--- config.mk ---
export PLATFORM = sky130hd
export DESIGN_NAME = lin_brk_unit
export DESIGN_NICKNAME = d
export VERILOG_FILES = /design/src/rtl/lbk_pkg.sv /design/src/rtl/lbk_gen.sv /design/src/rtl/lbk_det.sv /design/src/rtl/lin_brk_unit.sv
export SDC_FILE = /design/constraint.sdc
export NUM_CORES = 1
export LEC_CHECK = 0
export BUFFER_PORTS_ARGS = -buffer_cell sky130_fd_sc_hd__buf_2
export CORE_MARGIN = 2
export CORE_UTILIZATION = 47
export CTS_CLUSTER_DIAMETER = 50
export DETAILED_ROUTE_END_ITERATION = 12
export PLACE_DENSITY = 0.73
export SETUP_SLACK_MARGIN = 0.02
export SLEW_MARGIN = 15
export SYNTH_ARGS = -nofsm -noshare
export SYNTH_HDL_FRONTEND = slang
export SYNTH_SLANG_ARGS = --single-unit
--- constraint.sdc ---
create_clock -name clk -period 1.2 [get_ports clk]
set_input_delay 0.06 -clock clk [delete_from_list [all_inputs] [get_ports clk]]
set_output_delay 0.06 -clock clk [all_outputs]
set_load 0.02 [all_outputs]
--- src/rtl/lbk_pkg.sv ---
package lbk_pkg;
    localparam int BRK_BASE_LEN = 13;
    localparam int DET_MIN_BITS = 11;

    typedef enum logic [1:0] {
        GEN_IDLE  = 2'd0,
        GEN_LOW   = 2'd1,
        GEN_DELIM = 2'd2
    } gen_st_e;

    function automatic int unsigned brk_bits(input int base, input logic [1:0] code);
        return int'(base) + int'(code);
    endfunction
endpackage

--- src/rtl/lbk_gen.sv ---
module lbk_gen
    import lbk_pkg::*;
#(
    parameter int BASE_LEN = BRK_BASE_LEN,
    parameter int SEL_W    = 2,
    localparam int LCW     = $clog2(BASE_LEN + (1 << SEL_W))
) (
    input  logic             clk,
    input  logic             rst,
    input  logic             soft_clr,
    input  logic             lin_mode,
    input  logic             bit_tick,
    input  logic             req,
    input  logic [SEL_W-1:0] len_sel,
    output logic             drive_low,
    output logic             busy
);
    gen_st_e        st_q;
    logic [LCW-1:0] cnt_q;
    logic [LCW-1:0] last_q;
    logic           last_hit;

    assign last_hit  = (cnt_q == last_q);
    assign drive_low = (st_q == GEN_LOW);
    assign busy      = (st_q != GEN_IDLE);

    always_ff @(posedge clk) begin
        if (rst || soft_clr) begin
            st_q   <= GEN_IDLE;
            cnt_q  <= '0;
            last_q <= '0;
        end else begin
            unique case (st_q)
                GEN_IDLE: if (req && lin_mode) begin
                    st_q   <= GEN_LOW;
                    cnt_q  <= '0;
                    last_q <= LCW'(BASE_LEN - 1) + LCW'(len_sel);
                end
                GEN_LOW: if (bit_tick) begin
                    if (last_hit) st_q <= GEN_DELIM;
                    else          cnt_q <= cnt_q + 1'b1;
                end
                GEN_DELIM: if (bit_tick) st_q <= GEN_IDLE;
                default: st_q <= GEN_IDLE;
            endcase
        end
    end

    AST_REQ_IGNORED_NOLIN: assert property (@(posedge clk) disable iff (rst)
        (st_q == GEN_IDLE && !lin_mode) |=> (st_q == GEN_IDLE)) else $error("gen");
    AST_DELIM_FOLLOWS_LOW: assert property (@(posedge clk) disable iff (rst)
        (st_q == GEN_LOW && bit_tick && last_hit && !soft_clr) |=> (st_q == GEN_DELIM)) else $error("gen");
    AST_NO_RESTART: assert property (@(posedge clk) disable iff (rst)
        (st_q == GEN_LOW && !bit_tick && !soft_clr) |=> $stable(cnt_q) && $stable(last_q)) else $error("gen");
endmodule

--- src/rtl/lbk_det.sv ---
module lbk_det
    import lbk_pkg::*;
#(
    parameter int MIN_BITS = DET_MIN_BITS,
    localparam int DCW     = $clog2(MIN_BITS + 1)
) (
    input  logic clk,
    input  logic rst,
    input  logic soft_clr,
    input  logic lin_mode,
    input  logic bit_tick,
    input  logic line_in,
    input  logic flag_clr,
    output logic flag
);
    logic [DCW-1:0] run_q;
    logic           armed_q;
    logic           hit;

    assign hit = lin_mode && armed_q && bit_tick && !line_in
               && (run_q == DCW'(MIN_BITS - 1));

    always_ff @(posedge clk) begin
        if (rst || soft_clr || !lin_mode || line_in) begin
            run_q <= '0;
        end else if (bit_tick && run_q != DCW'(MIN_BITS)) begin
            run_q <= run_q + 1'b1;
        end
    end

    always_ff @(posedge clk) begin
        if (rst || soft_clr) begin
            armed_q <= 1'b1;
            flag    <= 1'b0;
        end else begin
            if (hit) armed_q <= 1'b0;
            if (hit)                       flag <= 1'b1;
            else if (flag_clr && lin_mode) flag <= 1'b0;
        end
    end

    AST_SET_ON_RUN: assert property (@(posedge clk) disable iff (rst)
        (hit && !soft_clr) |=> flag) else $error("det");
    AST_STAY_DISARMED: assert property (@(posedge clk) disable iff (rst)
        (!armed_q && !soft_clr) |=> !armed_q) else $error("det");
    AST_CLEAR_WORKS: assert property (@(posedge clk) disable iff (rst)
        (flag && flag_clr && lin_mode && !hit) |=> !flag) else $error("det");
    AST_QUIET_OFF_LIN: assert property (@(posedge clk) disable iff (rst)
        (!lin_mode && !flag) |=> !flag) else $error("det");
endmodule

--- src/rtl/lin_brk_unit.sv ---
module lin_brk_unit
    import lbk_pkg::*;
#(
    parameter int BASE_LEN = BRK_BASE_LEN,
    parameter int MIN_BITS = DET_MIN_BITS,
    parameter int SEL_W    = 2
) (
    input  logic             clk,
    input  logic             rst,
    input  logic             bit_tick,
    input  logic             lin_mode,
    input  logic [SEL_W-1:0] brk_len_sel,
    input  logic             brk_req,
    input  logic             seen_clr,
    input  logic             brk_irq_en,
    input  logic             unit_clr,
    input  logic             pin_ovr_en,
    input  logic             pin_ovr_lvl,
    input  logic             tx_data,
    input  logic             ser_in,
    output logic             ser_out,
    output logic             brk_busy,
    output logic             brk_seen,
    output logic             brk_irq,
    output logic             pin_rd
);
    logic gen_low;

    lbk_gen #(.BASE_LEN(BASE_LEN), .SEL_W(SEL_W)) u_gen (
        .clk(clk), .rst(rst), .soft_clr(unit_clr), .lin_mode(lin_mode),
        .bit_tick(bit_tick), .req(brk_req), .len_sel(brk_len_sel),
        .drive_low(gen_low), .busy(brk_busy)
    );

    lbk_det #(.MIN_BITS(MIN_BITS)) u_det (
        .clk(clk), .rst(rst), .soft_clr(unit_clr), .lin_mode(lin_mode),
        .bit_tick(bit_tick), .line_in(ser_in), .flag_clr(seen_clr),
        .flag(brk_seen)
    );

    always_comb begin
        if (pin_ovr_en)    ser_out = pin_ovr_lvl;
        else if (brk_busy) ser_out = !gen_low;
        else               ser_out = tx_data;
    end

    assign brk_irq = brk_seen && brk_irq_en;
    assign pin_rd  = ser_in;

    AST_LOW_WHILE_BUSY: assert property (@(posedge clk) disable iff (rst)
        (gen_low && !pin_ovr_en) |-> (brk_busy && !ser_out)) else $error("top");
    AST_IRQ_NEEDS_FLAG: assert property (@(posedge clk) disable iff (rst)
        brk_irq |-> (brk_seen && brk_irq_en)) else $error("top");
endmodule

==> impl.org <==
** Clocking
- H-tree levels :: 1
- The clock reaches the later pin of the worst-skew pair after 0.28 ns.
- CTS placed an instance of sky130_fd_sc_hd__clkbuf_4 at the clock tree root.
- TritonCTS built the clock tree.
- Inserted Clock Buffers :: 3
- After clock tree synthesis, the clock-pin slew on the worst setup and hold paths is roughly 0.09 ns.
- Buffers from clock root to sink, at most :: 2
- The clock drives 16 sinks.

** Floorplan
- Width of the die :: 47.9 um
- Once the floorplan was initialized, standard cells occupied 51.4% of the core.
- Die height :: between 40 and 50 um
- # IOs :: 19
- The region available for standard cell placement spans between 1500 and 2000 um2.
- Number of standard-cell rows in the floorplan :: 15
- The die covers between 2000 and 2500 um2.

** Worst setup path
- The worst register-to-register path begins at u_gen.cnt_q[2]$_SDFFE_PP0P_.
- Cells along the critical path :: or3_4 -> nand2_4 -> o41ai_2 -> a311o_1
- Kind of start point of the critical path :: flip-flop
- Data arrives at the worst endpoint at approximately 1.5 ns.
- The number of buffers and inverters on the critical path is 0.
- Flop2flop setup slack :: -0.09 ns
- The worst setup path is captured at a flip-flop.
- Critical path class :: flip-flop to flip-flop
- Broken down by cell family, the worst path's largest delay share belongs to simple AND/OR/NAND/NOR gates.
- CP Launch Point :: u_gen.cnt_q[2]$_SDFFE_PP0P_
- The worst register-to-register path has a depth of 4.
- Worst-path maximum fanout :: 5
- Capture point of the worst reg-to-reg path :: u_gen.cnt_q[0]$_SDFFE_PP0P_
- On the worst path, the slowest cell contributes a delay of 0.39 ns.
- Crit path required time :: 1.37 ns
- Critical path's slowest cell :: sky130_fd_sc_hd__or3_4

** Power
- IR drop worst, VDD :: between 0.7 and 0.8 mV
- Combinational logic is responsible for roughly a fifth of the overall power.
- Cell internal power was estimated by the tool at about 0.75 mW.
- Standby leakage power :: roughly 0.60 nW
- Clock share of power :: between 20% and 30%
- Seq pwr share :: between 50% and 60%
- In this run switching power makes up 26.1% of total power.
- Summed over all nets, the switching power comes to 0.263 mW.
- Overall power consumption after layout is estimated at 1.01 mW.
- Ratio of total power to cell area :: 718 nW/um2

** Global route
- Initial antenna violation count :: 0
- Maximum number of pins on one net before global-route repair :: 12
- GRT Residual Overflow :: 0
- GRT Util Overall :: 24.0%
- Global-route wire length before repair :: 3730 um
- Number of global-route vias before repair :: 860

** STA
- Worst-case setup margin in the final layout :: -0.0934 ns
- Finish-stage setup viols :: 9
- Final Max Tran Viols :: 0
- Worst slew pin tran :: approximately 0.29 ns
- Based on the critical path, the design can be clocked at up to ~770 MHz.
- Hold slack final :: 0.109 ns
- Final worst path period share :: 108%
- Rel. slew slack :: between 80% and 90%
- The routed design could run at a clock period as short as approximately 1.3 ns.
- Unrepaired setup endpoints after global routing :: true
- Final hold violation count :: 0
- Across the routed clock network, the largest skew measured is roughly 0.0046 ns.

** Yosys
- In the synthesized netlist, the number of instances is ~110.
- Yosys warns :: 0
- After synthesis, the netlist uses 42 different library cells.
- The largest total area in the synthesized netlist belongs to sky130_fd_sc_hd__dfxtp_1.
- Counting flops with a built-in enable in the synthesized netlist gives 0.
- Mean area per synthesized cell :: 8.40 um2
- Yosys top cell area share :: 35.3%
- Synthesis inferred 16 register bits.
- Sorting the synthesized cells by area gives the leading types as sky130_fd_sc_hd__dfxtp_1 (35%), sky130_fd_sc_hd__nand2_1 (5.8%), sky130_fd_sc_hd__ha_1 (4.1%), sky130_fd_sc_hd__nor2_1 (4.1%), sky130_fd_sc_hd__nand3_1 (3.9%).
- After synthesis the cells add up to between 900 and 1000 um2.
- The share of the Yosys chip area taken by registers is roughly a third.
- When the netlist entered floorplanning its net count stood at around 130.
- Synth Flop Type :: sky130_fd_sc_hd__dfxtp_1
- For this run, asynchronously set or reset flops after synthesis account for 0%.

** Detailed routing
- Detailed routing placed a total of 1330 um of wire on met2.
- Final routed wire length divided by cell count :: ~15 um
- After detailed routing, the number of remaining DRC violations is 0.
- The routed layout has ~960 vias.
- The detailed router put a total of 1050 um of wire on met1.
- The routed design has 2580 um of wire.
- The detail route stage leaves a number of antenna-violating nets equal to 0.
- Via count normalized by instance count :: approximately 5.5
- The first TritonRoute pass finished after 4 iterations.
- For this block, the initial DRC count from the detailed router was 14.
- Sum of met3 wire segment lengths after detailed routing :: about 150 um
- Top sig layer :: met4

** Run status
- The final reports fail on setup timing.
- Status :: finished, violations left

** Hold path
- The path class of the tightest hold or removal check is input port to flip-flop.
- The startpoint identified for the worst hold timing path is seen_clr.
- Capture endpoint of the worst hold path :: u_det.flag$_SDFFE_PP0P_
- Hold path depth :: 4

** Final layout
- The library cell used most frequently in the layout, excluding fill and tap cells, is sky130_fd_sc_hd__buf_4.
- Finished Layout Cells :: 175
- Total number of nets in the final design :: ~170
- 0 antenna diodes ended up in the layout.
- Cell area after layout :: between 1000 and 1500 um2
- Highest-count cells in the layout ignoring fill and taps :: sky130_fd_sc_hd__buf_4 (20), sky130_fd_sc_hd__buf_2 (16), sky130_fd_sc_hd__nand2_1 (12)
- Share of cells above drive strength 1 :: 56.0%
- Layout area overhead :: 54.6%

** Place
- Routability-driven placement finished with a final weighted congestion of slightly above 0.8.
- Summed over all nets, the half-perimeter wirelength after detailed placement is about 1700 um.
- In this run the cell area measured after placement is about 1200 um2.
- Port buffer count :: 18
- Dpl cells :: around 170

** Job
- Max-cap violations in this run came to 0.
[metrics by stage]
| stage | utilization, % | setup TNS (ns) | worst slack [ns] |
|---|---|---|---|
| CTS | 72.3 | -0.567 | -0.0908 |
| global placement | 65.5 | -0.425 | -0.0947 |
| global route | 79.5 | -0.818 | -0.148 |
| floorplan | - | -0.182 | -0.0956 |
| finish | 79.5 | -0.409 | -0.0934 |
| detailed placement | 65.5 | -0.597 | -0.162 |
[power groups by stage]
stage                     clock network (mW)  registers, mW  logic, mW
after floorplan                            0          0.552     0.0865
after global placement                     0          0.552      0.148
after detailed placement                   0          0.552      0.152
after CTS                              0.286          0.540      0.175
after global routing                   0.302          0.537      0.208
final                                  0.278          0.537      0.193
[what timing repair did]
item / in CTS / in global routing
gates resized for setup: 24 / 25
endpoints found under the setup margin: 13 / 13
setup buffers: 1 / 3
hold endpoints to repair: 2 / 0
hold buffers: 2 / 0
pin swaps: 7 / 11
[synth_stat cells (2+ instances only)]
cell and number:
sky130_fd_sc_hd__and2_1 2, sky130_fd_sc_hd__inv_1 4, sky130_fd_sc_hd__xor2_1 4, sky130_fd_sc_hd__dfxtp_1 16, sky130_fd_sc_hd__nand4_1 3, sky130_fd_sc_hd__nor2_1 10, sky130_fd_sc_hd__ha_1 3, sky130_fd_sc_hd__nand3b_1 2
sky130_fd_sc_hd__o21ai_0 4, sky130_fd_sc_hd__buf_6 2, sky130_fd_sc_hd__nor2b_1 3, sky130_fd_sc_hd__buf_2 2, sky130_fd_sc_hd__nand2_1 14, sky130_fd_sc_hd__a21oi_1 5, sky130_fd_sc_hd__nand3_1 7
[metal layers]
metal / global-route usage [%] / vias up
met3: 5.28 / 6
met5: 0 / -
met2: 39.5 / 29
li1: - / 471
met4: 10.8 / 0
met1: 29.8 / 458
[worst reg2reg max path, cell delays in order, from the launching register on]
cell	delay, ns
sky130_fd_sc_hd__dfxtp_2	0.33
sky130_fd_sc_hd__or3_4	0.39
sky130_fd_sc_hd__nand2_4	0.10
sky130_fd_sc_hd__o41ai_2	0.06
sky130_fd_sc_hd__a311o_1	0.32
[cell families after synthesis]
kind of cell               after synthesis  share of synthesized area (%)
and+or+nand+nor                         51                           30.8
buffers and inverters                   10                           6.48
adders and majority gates                3                           4.14
xor gates and xnor gates                 5                           4.83
AOI/OAI and AO/OA                       22                           17.4
DFF                                     16                           35.3
muxes                                    1                           1.10
[registers in the layout, summed over array words and instances, names as in the netlist]
signal and flops:
u_gen.st_q 2, u_det.flag 1, u_det.run_q 4, u_gen.cnt_q 5
u_det.armed_q 1, u_gen.last_q 3
[how the worst max path moves through the flow]
stage	endpoint	slack (ns)	depth (start not counted)
global placement	u_gen.cnt_q[0]$_SDFFE_PP0P_	-0.09	5
finish	u_gen.cnt_q[0]$_SDFFE_PP0P_	-0.09	4
floorplan	u_gen.cnt_q[0]$_SDFFE_PP0P_	-0.1	5
CTS	u_gen.st_q[1]$_SDFFE_PP0P_	-0.09	5
detailed placement	u_gen.cnt_q[3]$_SDFFE_PP0P_	-0.16	4
global route	u_gen.cnt_q[0]$_SDFFE_PP0P_	-0.15	4
[area by class of cell]
cell class | count | area [um2]
Clock buffer | 3 | 22.5
Fill cell | 120 | 362
Inverter | 4 | 15.0
Multi-Input combinational cell | 82 | 668
Sequential cell | 16 | 337
Tap cell | 25 | 31.3
Timing Repair Buffer | 45 | 329
(Power assumes the default switching activity.)
